`src/rtl/ps_pkg.sv`:
```
package ps_pkg;
    typedef enum logic [1:0] {
        ST_IDLE  = 2'd0,
        ST_SHIFT = 2'd1,
        ST_DONE  = 2'd2
    } ps_state_e;

    localparam logic [1:0] ADDR_CTRL = 2'd0;
    localparam logic [1:0] ADDR_ALT  = 2'd1;
    localparam logic [1:0] ADDR_CMP  = 2'd2;
    localparam logic [1:0] ADDR_PINS = 2'd3;

    localparam int CTRL_W     = 9;
    localparam int BIT_SRC    = 4;
    localparam int BIT_CHG_EN = 5;
    localparam int BIT_HW_EN  = 6;
    localparam int BIT_CPOL   = 7;
    localparam int BIT_CPHA   = 8;
endpackage

```
`src/rtl/ps_sync.sv`:
```
module ps_sync #(
    parameter logic RST_VAL = 1'b0
) (
    input  logic clk,
    input  logic rst_n,
    input  logic async_in,
    output logic level
);
    logic stage1;

    always_ff @(posedge clk or negedge rst_n) begin
        if (!rst_n) begin
            stage1 <= RST_VAL;
            level  <= RST_VAL;
        end else begin
            stage1 <= async_in;
            level  <= stage1;
        end
    end
endmodule

```
`src/rtl/ps_regs.sv`:
```
module ps_regs
    import ps_pkg::*;
#(
    parameter int DATA_W = 16,
    parameter int MIN_W  = 4,
    localparam int LEN_W = $clog2(DATA_W),
    localparam int CNT_W = LEN_W + 1
) (
    input  logic              clk,
    input  logic              rst_n,
    input  logic [1:0]        bus_addr,
    input  logic              bus_wen,
    input  logic [DATA_W-1:0] bus_wdata,
    output logic [DATA_W-1:0] bus_rdata,
    input  logic [DATA_W-1:0] pins_in,
    input  logic              hw_trig,
    input  logic              commit,
    input  logic [DATA_W-1:0] sent_word,
    output logic [CNT_W-1:0]  flen,
    output logic              cpol,
    output logic              cpha,
    output logic              hw_en,
    output logic [DATA_W-1:0] load_word,
    output logic [DATA_W-1:0] cmp_q,
    output logic              trig_out
);
    logic [CTRL_W-1:0] ctrl_q;
    logic [DATA_W-1:0] alt_q;
    logic [DATA_W-1:0] pins_q;
    logic [LEN_W-1:0]  len_field;
    logic [DATA_W-1:0] len_mask;
    logic              chg_en;

    assign len_field = ctrl_q[LEN_W-1:0];
    assign flen      = ({1'b0, len_field} < CNT_W'(MIN_W - 1)) ? CNT_W'(MIN_W)
                                                            : {1'b0, len_field} + CNT_W'(1);
    assign cpol      = ctrl_q[BIT_CPOL];
    assign cpha      = ctrl_q[BIT_CPHA];
    assign hw_en     = ctrl_q[BIT_HW_EN];
    assign chg_en    = ctrl_q[BIT_CHG_EN];
    assign len_mask  = ~({DATA_W{1'b1}} << flen);
    assign load_word = (ctrl_q[BIT_SRC] ? alt_q : pins_q) & len_mask;

    always_ff @(posedge clk or negedge rst_n) begin
        if (!rst_n) begin
            ctrl_q   <= '0;
            alt_q    <= '0;
            pins_q   <= '0;
            cmp_q    <= '0;
            trig_out <= 1'b0;
        end else begin
            pins_q <= pins_in;
            if (bus_wen && bus_addr == ADDR_CTRL) ctrl_q <= bus_wdata[CTRL_W-1:0];
            if (bus_wen && bus_addr == ADDR_ALT)  alt_q  <= bus_wdata;
            if (commit) cmp_q <= sent_word;
            trig_out <= (chg_en && (load_word != cmp_q)) || (hw_en && hw_trig);
        end
    end

    always_comb begin
        unique case (bus_addr)
            ADDR_CTRL: bus_rdata = DATA_W'(ctrl_q);
            ADDR_ALT:  bus_rdata = alt_q;
            ADDR_CMP:  bus_rdata = cmp_q;
            default:   bus_rdata = pins_q;
        endcase
    end
endmodule

```
`src/rtl/ps_engine.sv`:
```
module ps_engine
    import ps_pkg::*;
#(
    parameter int DATA_W = 16,
    localparam int LEN_W = $clog2(DATA_W),
    localparam int CNT_W = LEN_W + 1
) (
    input  logic              clk,
    input  logic              rst_n,
    input  logic              cs_act,
    input  logic              sclk_lvl,
    input  logic              cpol,
    input  logic              cpha,
    input  logic [CNT_W-1:0]  flen,
    input  logic [DATA_W-1:0] load_word,
    output logic              sdo,
    output logic              sdo_en,
    output logic              commit,
    output logic [DATA_W-1:0] sent_word,
    output ps_state_e         state
);
    ps_state_e         next_state;
    logic [DATA_W-1:0] shreg;
    logic [CNT_W-1:0]  bit_cnt;
    logic              first_edge;
    logic              sclk_prev;
    logic              edge_seen;
    logic              lead_edge;
    logic              trail_edge;
    logic              sample_edge;
    logic              shift_edge;
    logic              last_bit;

    assign edge_seen   = (sclk_lvl != sclk_prev);
    assign lead_edge   = edge_seen && (sclk_lvl != cpol);
    assign trail_edge  = edge_seen && (sclk_lvl == cpol);
    assign sample_edge = cpha ? trail_edge : lead_edge;
    assign shift_edge  = cpha ? lead_edge : trail_edge;
    assign last_bit    = (bit_cnt + CNT_W'(1)) == flen;

    always_ff @(posedge clk or negedge rst_n) begin
        if (!rst_n) state <= ST_IDLE;
        else        state <= next_state;
    end

    always_comb begin
        next_state = state;
        sdo_en     = 1'b0;
        commit     = 1'b0;
        unique case (state)
            ST_IDLE: begin
                if (cs_act) next_state = ST_SHIFT;
            end
            ST_SHIFT: begin
                sdo_en = 1'b1;
                if (!cs_act)                      next_state = ST_IDLE;
                else if (sample_edge && last_bit) next_state = ST_DONE;
            end
            ST_DONE: begin
                sdo_en = 1'b1;
                if (!cs_act) begin
                    commit     = 1'b1;
                    next_state = ST_IDLE;
                end
            end
            default: next_state = ST_IDLE;
        endcase
    end

    assign sdo = sdo_en & shreg[DATA_W-1];

    always_ff @(posedge clk or negedge rst_n) begin
        if (!rst_n) begin
            shreg      <= '0;
            sent_word  <= '0;
            bit_cnt    <= '0;
            first_edge <= 1'b0;
            sclk_prev  <= 1'b0;
        end else begin
            sclk_prev <= sclk_lvl;
            if (state == ST_IDLE) begin
                if (cs_act) begin
                    shreg      <= load_word << (CNT_W'(DATA_W) - flen);
                    sent_word  <= load_word;
                    bit_cnt    <= '0;
                    first_edge <= 1'b1;
                end
            end else if (state == ST_SHIFT) begin
                if (shift_edge) begin
                    first_edge <= 1'b0;
                    if (!(cpha && first_edge)) shreg <= shreg << 1;
                end
                if (sample_edge) bit_cnt <= bit_cnt + CNT_W'(1);
            end
        end
    end
endmodule

```
`src/rtl/pin_serializer.sv`:
```
module pin_serializer
    import ps_pkg::*;
#(
    parameter int DATA_W = 16,
    parameter int MIN_W  = 4,
    localparam int LEN_W = $clog2(DATA_W),
    localparam int CNT_W = LEN_W + 1
) (
    input  logic              clk,
    input  logic              rst_n,
    input  logic [DATA_W-1:0] pins_in,
    input  logic              sclk,
    input  logic              cs_n,
    output logic              sdo,
    output logic              sdo_en,
    input  logic              hw_trig,
    output logic              trig_out,
    input  logic [1:0]        bus_addr,
    input  logic              bus_wen,
    input  logic [DATA_W-1:0] bus_wdata,
    output logic [DATA_W-1:0] bus_rdata
);
    logic              sclk_lvl;
    logic              cs_lvl;
    logic [CNT_W-1:0]  flen_w;
    logic              cpol_w;
    logic              cpha_w;
    logic              hw_en_w;
    logic [DATA_W-1:0] load_w;
    logic [DATA_W-1:0] cmp_w;
    logic [DATA_W-1:0] sent_w;
    logic              commit_w;
    ps_state_e         state_w;

    ps_sync #(.RST_VAL(1'b0)) u_sync_sclk (
        .clk(clk), .rst_n(rst_n), .async_in(sclk), .level(sclk_lvl)
    );

    ps_sync #(.RST_VAL(1'b1)) u_sync_cs (
        .clk(clk), .rst_n(rst_n), .async_in(cs_n), .level(cs_lvl)
    );

    ps_regs #(.DATA_W(DATA_W), .MIN_W(MIN_W)) u_regs (
        .clk(clk), .rst_n(rst_n),
        .bus_addr(bus_addr), .bus_wen(bus_wen), .bus_wdata(bus_wdata), .bus_rdata(bus_rdata),
        .pins_in(pins_in), .hw_trig(hw_trig), .commit(commit_w), .sent_word(sent_w),
        .flen(flen_w), .cpol(cpol_w), .cpha(cpha_w), .hw_en(hw_en_w),
        .load_word(load_w), .cmp_q(cmp_w), .trig_out(trig_out)
    );

    ps_engine #(.DATA_W(DATA_W)) u_engine (
        .clk(clk), .rst_n(rst_n), .cs_act(!cs_lvl), .sclk_lvl(sclk_lvl),
        .cpol(cpol_w), .cpha(cpha_w), .flen(flen_w), .load_word(load_w),
        .sdo(sdo), .sdo_en(sdo_en), .commit(commit_w), .sent_word(sent_w),
        .state(state_w)
    );
endmodule

```
`config.mk`:
```
export PLATFORM = sky130hd
export DESIGN_NAME = pin_serializer
export DESIGN_NICKNAME = d
export VERILOG_FILES = /design/src/rtl/ps_pkg.sv /design/src/rtl/ps_sync.sv /design/src/rtl/ps_regs.sv /design/src/rtl/ps_engine.sv /design/src/rtl/pin_serializer.sv
export SDC_FILE = /design/constraint.sdc
export NUM_CORES = 1
export LEC_CHECK = 0
export ABC_AREA = 1
export BUFFER_PORTS_ARGS = -buffer_cell sky130_fd_sc_hd__buf_2
export CORE_MARGIN = 4
export CORE_UTILIZATION = 54
export CTS_CLUSTER_SIZE = 25
export DETAILED_ROUTE_END_ITERATION = 8
export PLACE_DENSITY = 0.81
export SLEW_MARGIN = 0
export SYNTH_ARGS = -nofsm -noshare
export SYNTH_HDL_FRONTEND = slang
export SYNTH_SLANG_ARGS = --single-unit
```
`constraint.sdc`:
```
create_clock -name clk -period 2.6 [get_ports clk]
set_clock_uncertainty 0.1 [all_clocks]
set_input_delay 0.52 -clock clk [delete_from_list [all_inputs] [get_ports clk]]
set_output_delay 0.52 -clock clk [all_outputs]
set_load 0.05 [all_outputs]
```
==> results of run 1 <==
## power groups by stage
stage	logic, W	registers (W)	clock network, W
2_1_floorplan	0.00218	0.00221	0
3_3_place_gp	0.00282	0.00226	0
3_5_place_dp	0.00289	0.00229	0
4_1_cts	0.00291	0.00226	0.00107
5_1_grt	0.00339	0.00231	0.00115
6_report	0.00305	0.00227	0.00106
## metrics by stage
stage	instance area, µm²	instances	worst slack (ns)	utilization, %	hold WS (ns)
floorplan	5756	727	-0.1585	-	0.1244
global placement	6286	917	0.07663	60.89	0.2407
detailed placement	6286	917	0.009515	60.89	0.2464
CTS	6501	933	0.0009999	62.97	0.07833
global route	6596	936	-0.03915	63.90	0.1075
finish	6596	936	0.05964	63.90	0.06726
## state kept, by name (all words and copies together), names as in the netlist
| name | flops |
|---|---|
| u_regs.pins_q | 16 |
| u_engine.shreg | 16 |
| u_engine.sclk_prev | 1 |
| u_engine.state | 2 |
| u_regs.trig_out | 1 |
| u_regs.ctrl_q | 9 |
| u_sync_cs.level | 1 |
| u_sync_sclk.stage1 | 1 |
| u_regs.alt_q | 16 |
| u_engine.bit_cnt | 5 |
| u_sync_cs.stage1 | 1 |
| u_engine.first_edge | 1 |
| u_regs.cmp_q | 16 |
| u_sync_sclk.level | 1 |
| u_engine.sent_word | 16 |
## routing by layer
metal | track usage (%) | part of all wire [%] | vias up | wire, µm
li1 | - | - | 2564 | -
met3 | 4.531 | 6.9 | 43 | 1082
met5 | 0 | 0 | - | 0
met1 | 34.09 | 42 | 2560 | 6609
met2 | 42.07 | 48 | 271 | 7551
met4 | 8.516 | 2.3 | 0 | 358
## Yosys cell counts (9+ instances only)
master and instances:
o21ai_0 69, dfrtp_1 101, xor2_1 14, mux2_2 16
ha_1 9, clkbuf_1 18, nor2_1 41, nand2_1 176
nand3_1 87, inv_1 67, nand4_1 19, a21oi_1 38
## what timing repair did
item                       in CTS  in global routing
resized for setup               3                 23
pin swaps                       0                 13
gates cloned                    0                  0
buffers inserted                0                  3
hold buffers                    0                  0
setup endpoints to repair       1                 16
## layout by cell type (no fill, tap or decap), types with 19 or more instances in the layout
| master | synthesis | final |
|---|---|---|
| dfrtp_1 | 101 | 100 |
| nor2_1 | 41 | 41 |
| a21oi_1 | 38 | 38 |
| o21ai_0 | 69 | 67 |
| buf_4 | 3 | 25 |
| inv_1 | 67 | 62 |
| nand2_1 | 176 | 173 |
| buf_2 | 5 | 57 |
| nand3_1 | 87 | 86 |
| nand4_1 | 19 | 19 |
## final cells by class
type                       count  share of cell area [%]
inverter                      77                   4.514
multi-input combinational    519                   42.74
timing repair buffer          85                   7.948
tap                          136                   2.580
sequential                   103                   39.13
clock inverter                 6                   1.157
clock buffer                  10                   1.935
## cells by family (layout without fill, tap and decap cells)
family / Yosys count / count (layout) / share of synthesized area [%]
adders and majority gates: 9 / 9 / 1.964
muxes: 16 / 16 / 3.142
xor gates and xnor gates: 17 / 17 / 2.924
AOI/OAI and AO/OA: 138 / 138 / 13.64
and+or+nand+nor: 339 / 339 / 26.01
DFF: 103 / 103 / 44.99
buffers and inverters: 105 / 178 / 7.331
## worst max path at each step
stage | slack (ns) | from | cells after the start | to
final | 0.06 | u_regs.ctrl_q[0]$_DFFE_PN0P_ | 12 | u_engine.shreg[8]$_DFFE_PN0P_
after global routing | -0.04 | u_regs.ctrl_q[1]$_DFFE_PN0P_ | 19 | u_regs.trig_out$_DFF_PN0_
after CTS | 0.001 | u_regs.ctrl_q[0]$_DFFE_PN0P_ | 19 | u_regs.trig_out$_DFF_PN0_
after detailed placement | 0.01 | u_regs.ctrl_q[0]$_DFFE_PN0P_ | 17 | u_regs.trig_out$_DFF_PN0_
after global placement | 0.08 | u_regs.ctrl_q[0]$_DFFE_PN0P_ | 13 | u_regs.trig_out$_DFF_PN0_
after floorplan | -0.16 | bus_addr[0] | 4 | bus_rdata[0]
==> reports/metrics.yaml, run 1 <==
outcome:
  status: "finished, final reports clean"
worst_setup_path:
  cp-end-kind: "flop"
  critPathKind: "flop to flop"
  cp_num_buf_inv: 2
  r2r_slack_ns: 0.06
  cp_top_family: "simple AND/OR/NAND/NOR gates"
  cpMaxStageDelayCell: "dfrtp_1"
  r2r-end: "u_engine.shreg[8]$_DFFE_PN0P_"
  r2r-start: "u_regs.ctrl_q[0]$_DFFE_PN0P_"
  cp_cell_sequence: "ha_4 -> nor2_4 -> nand2_4 -> nand2_4 -> inv_1 -> ha_1 -> clkinv_1 -> nand4_1 -> or2_2 -> o21ai_0 -> o21ai_1 -> a21oi_1"
  cp.arrival_ns: 2.75
  start_kind: "flop"
  crit_path_max_incr_delay_ns: 0.43
  reg2regPathDepth: 12
  crit_top_cell: "nand2_4"
  crit_fanout: 5
  required_ns: 2.81
clock_tree:
  clock_path_buffers: 2
  cts-htree-levels: 3
  clk_pin_slew_ns: 0.12
  numCtsBuffers: 9
  clkLatencyLatePin_ns: 0.39
  cts_root_buffer: "clkbuf_8"
  cts_sinks: 103
  cts_tree: "done"
floorplan:
  core_um2: 10320
  row_count: 37
  start_util_pct: 55.54
  die_height_um: 111.1
  ios: 59
  die_x_um: 111.1
  die_area_um2: 12330
synthesis:
  ys_seq_elements: 103
  ys_types: 43
  synthTopCellsByArea: "dfrtp_1, nand2_1, nand3_1"
  postSynthCellCount: 727
  synthArstFlopShare_pct: 100.0
  yosysWarnings: 0
  avgSynthCellArea_um2: 7.888
  seq_area_frac_synth_pct: 44.99
  synth_enable_flop_cells: 0
  synth_nets: 776
  synth_top_area_cell: "dfrtp_1"
  ys.flop_type: "dfrtp_1"
  syn_area_um2: 5734
  yosysTopAreaCellShare_pct: 44.08
final_layout:
  num-nets-final: 844
  nFillCells: 876
  multi_input_area_um2: 2819
  drive_gt1_share_pct: 19.75
  n_antenna_cell: 0
  area_growth_pct: 15.03
  ff_latch_area_um2: 2581
min_path:
  hp-class: "input port to async pin"
power_and_ir_drop:
  p_seq_share_pct: 35.6
  sw_frac_of_total_pct: 45.17
  p_sw_w: 0.002882
  combPwrFrac_pct: 47.8
  irDropWorstVdd_v: 0.0005814
  power-per-cell-area_nw_per_um2: 967.4
  power_w: 0.006381
  leakage_nw: 3.273
  clockPowerShare_pct: 16.6
  intPower_w: 0.003499
global_route:
  grt-ovfl-total: 0
  gr-usage-all-layers_pct: 25.47
  grt_pass1_vias: 5470
  antenna_found_initial: 0
  grt_max_degree: 51
  grt_pass1_wl_um: 25960
sta:
  rsz0062_at_grt: "true"
  setup_viol: 0
  fmax_mhz: 393.6
  report.final.hold_viol_count: 0
  finalCritPeriodShare_pct: 97.71
  worst-slew-pin-transition_ns: 0.7293
  fin_crit_ns: 2.540
  fin_tns_setup_ns: 0
  relSlewSlack_pct: 50.86
  drv_slew: 0
detailed_routing:
  drtAntennaViolNets: 0
  drcViolationCount: 0
  viasPerCell: 5.810
  routed_wl_um: 15600
  drt-initial-drc-count: 439
  post_drt_wl_per_cell_um: 16.67
  vias: 5438
  firstDrtPassIters: 5
placement:
  dpl.hpwl_um: 11650
  gp_congestion: 0.9970
  io_buffers: 58
run:
  cap_violations: 0
No activity file was read; power rests on OpenSTA's default activity.
==> run 2: changes to the inputs <==
--- a/config.mk
+++ b/config.mk
@@ -5,13 +5,12 @@
 export SDC_FILE = /design/constraint.sdc
 export NUM_CORES = 1
 export LEC_CHECK = 0
-export ABC_AREA = 1
 export BUFFER_PORTS_ARGS = -buffer_cell sky130_fd_sc_hd__buf_2
 export CORE_MARGIN = 4
 export CORE_UTILIZATION = 54
 export CTS_CLUSTER_SIZE = 25
 export DETAILED_ROUTE_END_ITERATION = 8
-export PLACE_DENSITY = 0.81
+export PLACE_DENSITY = 0.76
 export SLEW_MARGIN = 0
 export SYNTH_ARGS = -nofsm -noshare
 export SYNTH_HDL_FRONTEND = slang
==> run 2 against run 1 <==
The run now ends with negative setup slack left. Critical path depth unchanged. Global-route usage is 4.0 points higher. Sequential share of layout area fell by 7.6 points. Critical path type unchanged.
==> reports/metrics.yaml, run 2 <==
global_route:
  grt_pass1_wl_um: 32390
  grt_max_degree: 57
  grt-ovfl-total: 0
  antenna_found_initial: 0
  gr-usage-all-layers_pct: 29.51
  grt_pass1_vias: 5912
placement:
  gp_congestion: 0.9484
  dpl.hpwl_um: 15230
  place_worst_setup_slack_ns: -0.3277
  placed_cells: 874
  io_buffers: 58
floorplan:
  die_x_um: 117.4
  die_height_um: 117.4
  core_um2: 11560
  die_area_um2: 13770
  start_util_pct: 55.85
  ios: 59
  row_count: 39
clock_tree:
  clkLatencyLatePin_ns: 0.36
  cts_tree: "done"
  cts_sinks: 103
  cts-htree-levels: 3
  clk_pin_slew_ns: 0.08
  numCtsBuffers: 9
  clock_path_buffers: 2
  cts_root_buffer: "clkbuf_16"
synthesis:
  syn_area_um2: 6459
  synth_enable_flop_cells: 0
  yosysWarnings: 0
  synth.top_cells.by_count: "dfrtp_1, mux2_2, nand2_1, o21ai_0"
  ys_seq_elements: 103
  synth_most_common_cell: "dfrtp_1"
  seq_area_frac_synth_pct: 39.95
  postSynthCellCount: 630
  yosysTopAreaCellShare_pct: 39.13
  avgSynthCellArea_um2: 10.25
  synth_nets: 679
  synthArstFlopShare_pct: 100.0
  synth_top_area_cell: "dfrtp_1"
  synthTopCellsByArea: "dfrtp_1, mux2_2, mux4_2"
  ys_types: 89
  ys.flop_type: "dfrtp_1"
sta:
  finalCritPeriodShare_pct: 112.0
  setup_viol: 15
  worst-slew-pin-transition_ns: 0.5824
  drv_slew: 0
  fin_crit_ns: 2.911
  fin_tns_setup_ns: -2.550
  rsz0062_at_grt: "true"
  relSlewSlack_pct: 60.06
  fmax_mhz: 343.5
  fin_ws_ns: -0.3112
  report.final.hold_viol_count: 0
final_layout:
  n_antenna_cell: 0
  num-nets-final: 807
  final_common_cell: "dfrtp_1"
  nFillCells: 873
  drive_gt1_share_pct: 40.63
  area_growth_pct: 26.71
  instances_no_fill: 906
  layout_common_cells: "dfrtp_1, buf_4, buf_2"
detailed_routing:
  maxUsedRoutingLayer: "met4"
  routed_wl_um: 19930
  drcViolationCount: 0
  dr_wl_met3_um: 971
  wl_met2_um: 9873
  vias: 5719
  post_drt_wl_per_cell_um: 21.99
  viasPerCell: 6.312
  wl_met1_um: 8604
  firstDrtPassIters: 5
  drtAntennaViolNets: 0
  drt-initial-drc-count: 463
outcome:
  violations: "negative setup slack"
  status: "finished, violations left"
worst_setup_path:
  required_ns: 2.73
  r2r-end: "u_engine.shreg[12]$_DFFE_PN0P_"
  critPathKind: "flop to flop"
  crit_fanout: 4
  r2r_slack_ns: -0.31
  start_kind: "flop"
  cp-end-kind: "flop"
  cp.arrival_ns: 3.05
  r2r-start: "u_regs.ctrl_q[0]$_DFFE_PN0P_"
  reg2regPathDepth: 12
min_path:
  whs_endpoint: "u_sync_cs.stage1$_DFF_PN1_"
  hp-start: "cs_n"
  hp-class: "input port to flop"
  holdPathStages: 1
run:
  cap_violations: 0
power_and_ir_drop:
  irDropWorstVdd_v: 0.0005149
  leakage_nw: 3.636
  power-per-cell-area_nw_per_um2: 983.5
-- run 2: cell count changes in the layout (fill, tap and decap cells not counted), sizes merged, moves of 15 or more --
cell and delta:
nand2 -126, buf +77, nand3 -69, inv -54
mux2 +39, o21ai -38, mux2i +22, nor2 -16
nand4 -15
-- run 2: worst max-delay path: stages, from the launching register on --
cell and delay, ns:
dfrtp_1 0.42, ha_4 0.17, or3_4 0.38, nand2_4 0.08
ha_4 0.13, inv_2 0.04, ha_4 0.17, nor3b_2 0.19
a211oi_2 0.13, mux2_4 0.32, a221oi_4 0.28, nor2b_1 0.09
o32a_1 0.29
-- run 2: power by group --
group	internal, W	total [W]	switching (W)
registers	0.00198	0.00229	0.000313
logic	0.00198	0.00443	0.00245
clock network	0.000678	0.00133	0.000655
total	0.00463	0.00805	0.00342
-- run 2: worst max-delay path by stage --
stage,startpoint,cells after the start,endpoint
6_report,u_regs.ctrl_q[0]$_DFFE_PN0P_,12,u_engine.shreg[12]$_DFFE_PN0P_
5_1_grt,u_regs.ctrl_q[1]$_DFFE_PN0P_,12,u_engine.shreg[12]$_DFFE_PN0P_
4_1_cts,u_regs.ctrl_q[1]$_DFFE_PN0P_,12,u_engine.shreg[12]$_DFFE_PN0P_
3_5_place_dp,u_regs.ctrl_q[1]$_DFFE_PN0P_,12,u_engine.shreg[12]$_DFFE_PN0P_
3_3_place_gp,u_regs.ctrl_q[1]$_DFFE_PN0P_,12,u_engine.shreg[12]$_DFFE_PN0P_
2_1_floorplan,u_regs.ctrl_q[2]$_DFFE_PN0P_,14,u_engine.shreg[12]$_DFFE_PN0P_
-- run 2: cell type report --
type	count	area, µm²	share of cell area, %
Clock buffer	10	229.0	2.798
Sequential cell	103	2580	31.52
Timing Repair Buffer	163	1152	14.08
Multi-Input combinational cell	464	3920	47.90
Inverter	17	63.81	0.7797
Tap cell	143	178.9	2.186
Clock inverter	6	60.06	0.7338
-- run 2: cell families after synthesis --
group,after synthesis,share of synthesized area (%)
and+or+nand+nor,182,14.86
adders and majority gates,9,1.744
AOI/OAI and AO/OA,169,19.49
muxes,88,16.83
buffers and inverters,63,4.533
DFF,103,39.95
xor gates and xnor gates,16,2.596
-- run 2: per-stage QoR --
| step | util [%] | instance area (µm²) | power (W) | hold slack (ns) |
|---|---|---|---|---|
| 3_3_place_gp | 64.85 | 7500 | 0.006114 | 0.2460 |
| 3_5_place_dp | 64.85 | 7500 | 0.006185 | 0.2497 |
| 5_1_grt | 70.77 | 8184 | 0.008498 | 0.1459 |
| 6_report | 70.77 | 8184 | 0.008049 | 0.1523 |
| 2_1_floorplan | - | 6574 | 0.004777 | 0.1244 |
| 4_1_cts | 70.01 | 8097 | 0.007908 | 0.1462 |
-- run 2: repair_timing --
action                                 4_1_cts  5_1_grt
pin swaps                                   17        6
endpoints found under the hold margin       20        0
resized for setup                           39       15
hold buffers                                 1        0
cloned                                       0        0
setup endpoints to repair                   17       18
buffers inserted                            14        1
-- run 2: per-layer routing --
metal	GRT usage [%]	up-vias
li1	-	2617
met1	39.28	2868
met2	49.78	196
met3	5.101	38
met4	8.651	0
met5	0	-
==> run 3: changes to the inputs <==
--- a/config.mk
+++ b/config.mk
@@ -5,12 +5,13 @@
 export SDC_FILE = /design/constraint.sdc
 export NUM_CORES = 1
 export LEC_CHECK = 0
+export ABC_AREA = 1
 export BUFFER_PORTS_ARGS = -buffer_cell sky130_fd_sc_hd__buf_2
 export CORE_MARGIN = 4
 export CORE_UTILIZATION = 54
 export CTS_CLUSTER_SIZE = 25
 export DETAILED_ROUTE_END_ITERATION = 8
-export PLACE_DENSITY = 0.76
+export PLACE_DENSITY = 0.77
 export SLEW_MARGIN = 0
 export SYNTH_ARGS = -nofsm -noshare
 export SYNTH_HDL_FRONTEND = slang
==> run 3 against run 2 <==
The run now ends clean. Cell count grew 3.8%. Die area shrank 10%. Core utilization shrank 6.4 points. Total power shrank 21%. Count of clock-buffer cells in the layout is the same. Via count shrank 7.6%. Global-route usage shrank 4.8 points. First-iteration DRC count shrank 14%. Fmax grew 18%. Setup slack gained 0.44 ns. Non-clock buffer count shrank 73. Sequential cell count is the same. Largest cell class unchanged. Largest power group unchanged. Highest routed layer unchanged.
==> reports/metrics.yaml, run 3 (synthesis results as in run 1) <==
sta:
  finalCritPeriodShare_pct: 94.98
  report.final.hold_viol_count: 0
  drv_slew: 0
  relSlewSlack_pct: 50.04
  setup_viol: 0
  worst-slew-pin-transition_ns: 0.7493
  fmax_mhz: 405.0
  fin_tns_setup_ns: 0
  fin_crit_ns: 2.469
worst_setup_path:
  cp_num_buf_inv: 2
  cpMaxStageDelayCell: "dfrtp_1"
  cp-end-kind: "flop"
  cp_top_family: "simple AND/OR/NAND/NOR gates"
  reg2regPathDepth: 13
  start_kind: "flop"
  crit_path_max_incr_delay_ns: 0.41
  cp_cell_sequence: "ha_4 -> nor2_4 -> a21oi_4 -> buf_6 -> ha_1 -> inv_1 -> nand4_1 -> nand3_1 -> xor2_1 -> nor3_1 -> nand3_1 -> nand2_1 -> nand2_1"
  critPathKind: "flop to flop"
  crit_path_end: "u_regs.trig_out$_DFF_PN0_"
  cp.depth: 13
  cp.arrival_ns: 2.68
  startpoint: "u_regs.ctrl_q[1]$_DFFE_PN0P_"
  crit_fanout: 18
  r2r_slack_ns: 0.13
  r2r-start: "u_regs.ctrl_q[1]$_DFFE_PN0P_"
  r2r-end: "u_regs.trig_out$_DFF_PN0_"
  required_ns: 2.81
outcome:
  status: "finished, final reports clean"
clock_tree:
  cts-htree-levels: 3
  clock_path_buffers: 2
  clkLatencyLatePin_ns: 0.40
  cts_root_buffer: "clkbuf_8"
  numCtsBuffers: 9
  clk_pin_slew_ns: 0.11
  cts_sinks: 103
  cts_tree: "done"
final_layout:
  instances_no_fill: 940
  nFillCells: 877
  final_core_util_pct: 64.40
  final_common_cell: "nand2_1"
  multi_input_area_um2: 2829
  layout_common_cells: "nand2_1, dfrtp_1, nand3_1"
  n_antenna_cell: 0
  area_growth_pct: 15.95
  drive_gt1_share_pct: 20.15
  ff_latch_area_um2: 2581
  num-nets-final: 849
power_and_ir_drop:
  power_w: 0.006355
  power-per-cell-area_nw_per_um2: 955.8
  irDropWorstVdd_v: 0.0006505
  leakage_nw: 3.320
min_path:
  hp-class: "input port to flop"
  hp-start: "pins_in[7]"
  holdPathStages: 1
floorplan:
  row_count: 37
  ios: 59
  die_x_um: 111.1
  die_height_um: 111.1
  start_util_pct: 55.54
  core_um2: 10320
  die_area_um2: 12330
detailed_routing:
  viasPerCell: 5.624
  drtAntennaViolNets: 0
  drt-initial-drc-count: 400
  routed_wl_um: 14930
  vias: 5287
  drcViolationCount: 0
  post_drt_wl_per_cell_um: 15.88
  firstDrtPassIters: 5
global_route:
  grt_max_degree: 48
  antenna_found_initial: 0
  grt_pass1_vias: 5200
  gr-usage-all-layers_pct: 24.66
  grt_pass1_wl_um: 24820
  grt-ovfl-total: 0
placement:
  io_buffers: 58
  placed_cells: 919
  dpl.hpwl_um: 11380
  gp_congestion: 0.9406
run:
  cap_violations: 0
## run 3: changes by cell type in the layout (fill, tap and decap cells not counted), sizes merged, moves of 10 or more
cell   previous run  this run
nand2            55       181
a21oi            27        39
inv              21        75
nor2b            10         0
o21ai            35        73
buf             162        89
nor2             26        42
mux2             55        16
xor2              5        15
mux2i            22         0
mux4             11         0
nand4             4        19
nand3            20        89
## run 3: timing repair
| action | CTS | global route |
|---|---|---|
| gates resized for setup | 1 | 22 |
| hold buffers | 1 | 0 |
| pin swaps | 0 | 8 |
| setup endpoints to repair | 1 | 12 |
| endpoints found under the hold margin | 30 | 0 |
| buffers inserted | 0 | 5 |
## run 3: area by class of cell
cell class	count	area share [%]
Multi-Input combinational cell	519	42.55
Sequential cell	103	38.82
Timing Repair Buffer	90	8.543
Inverter	77	4.479
Tap cell	136	2.559
Clock buffer	10	2.070
Clock inverter	5	0.9785
## run 3: worst min-delay path by stage
stage	slack [ns]	to
finish	0.11	u_regs.pins_q[7]$_DFF_PN0_
global route	0.1	u_regs.pins_q[7]$_DFF_PN0_
floorplan	0.12	u_engine.bit_cnt[0]$_DFFE_PN0P_
detailed placement	0.24	u_sync_sclk.level$_DFF_PN0_
global placement	0.24	u_sync_sclk.level$_DFF_PN0_
CTS	0.1	u_regs.pins_q[0]$_DFF_PN0_
## run 3: routing by layer
layer / GRT usage (%) / vias up / wire [µm]
li1: - / 2570 / -
met1: 32.48 / 2521 / 6530
met2: 40.21 / 165 / 7137
met3: 4.967 / 31 / 854
met4: 9.651 / 0 / 403
met5: 0 / - / 0
## run 3: report_power, final
part | internal (W) | switching, W
clock | 0.000476 | 0.000574
sequential | 0.00199 | 0.000269
combinational | 0.00106 | 0.00199
total | 0.00353 | 0.00283
## run 3: worst register-to-register path, delay by kind of cell (launching register included)
family                   cells  cell delay (ns)
AO/OA/AOI/OAI                1             0.18
adder cells (fa/ha/maj)      2             0.37
buffers and inverters        2             0.26
XOR/XNOR                     1             0.19
AND/OR/NAND/NOR              7             0.86
flip-flops                   1             0.41
## run 3: per-stage QoR
| step | worst slack (ns) | cell area (µm²) | hold WS (ns) |
|---|---|---|---|
| global placement | 0.04327 | 6301 | 0.2369 |
| finish | 0.1307 | 6649 | 0.1139 |
| CTS | 0.001760 | 6514 | 0.09868 |
| floorplan | -0.1585 | 5756 | 0.1244 |
| global route | -0.02129 | 6649 | 0.09629 |
| detailed placement | -0.008516 | 6301 | 0.2381 |
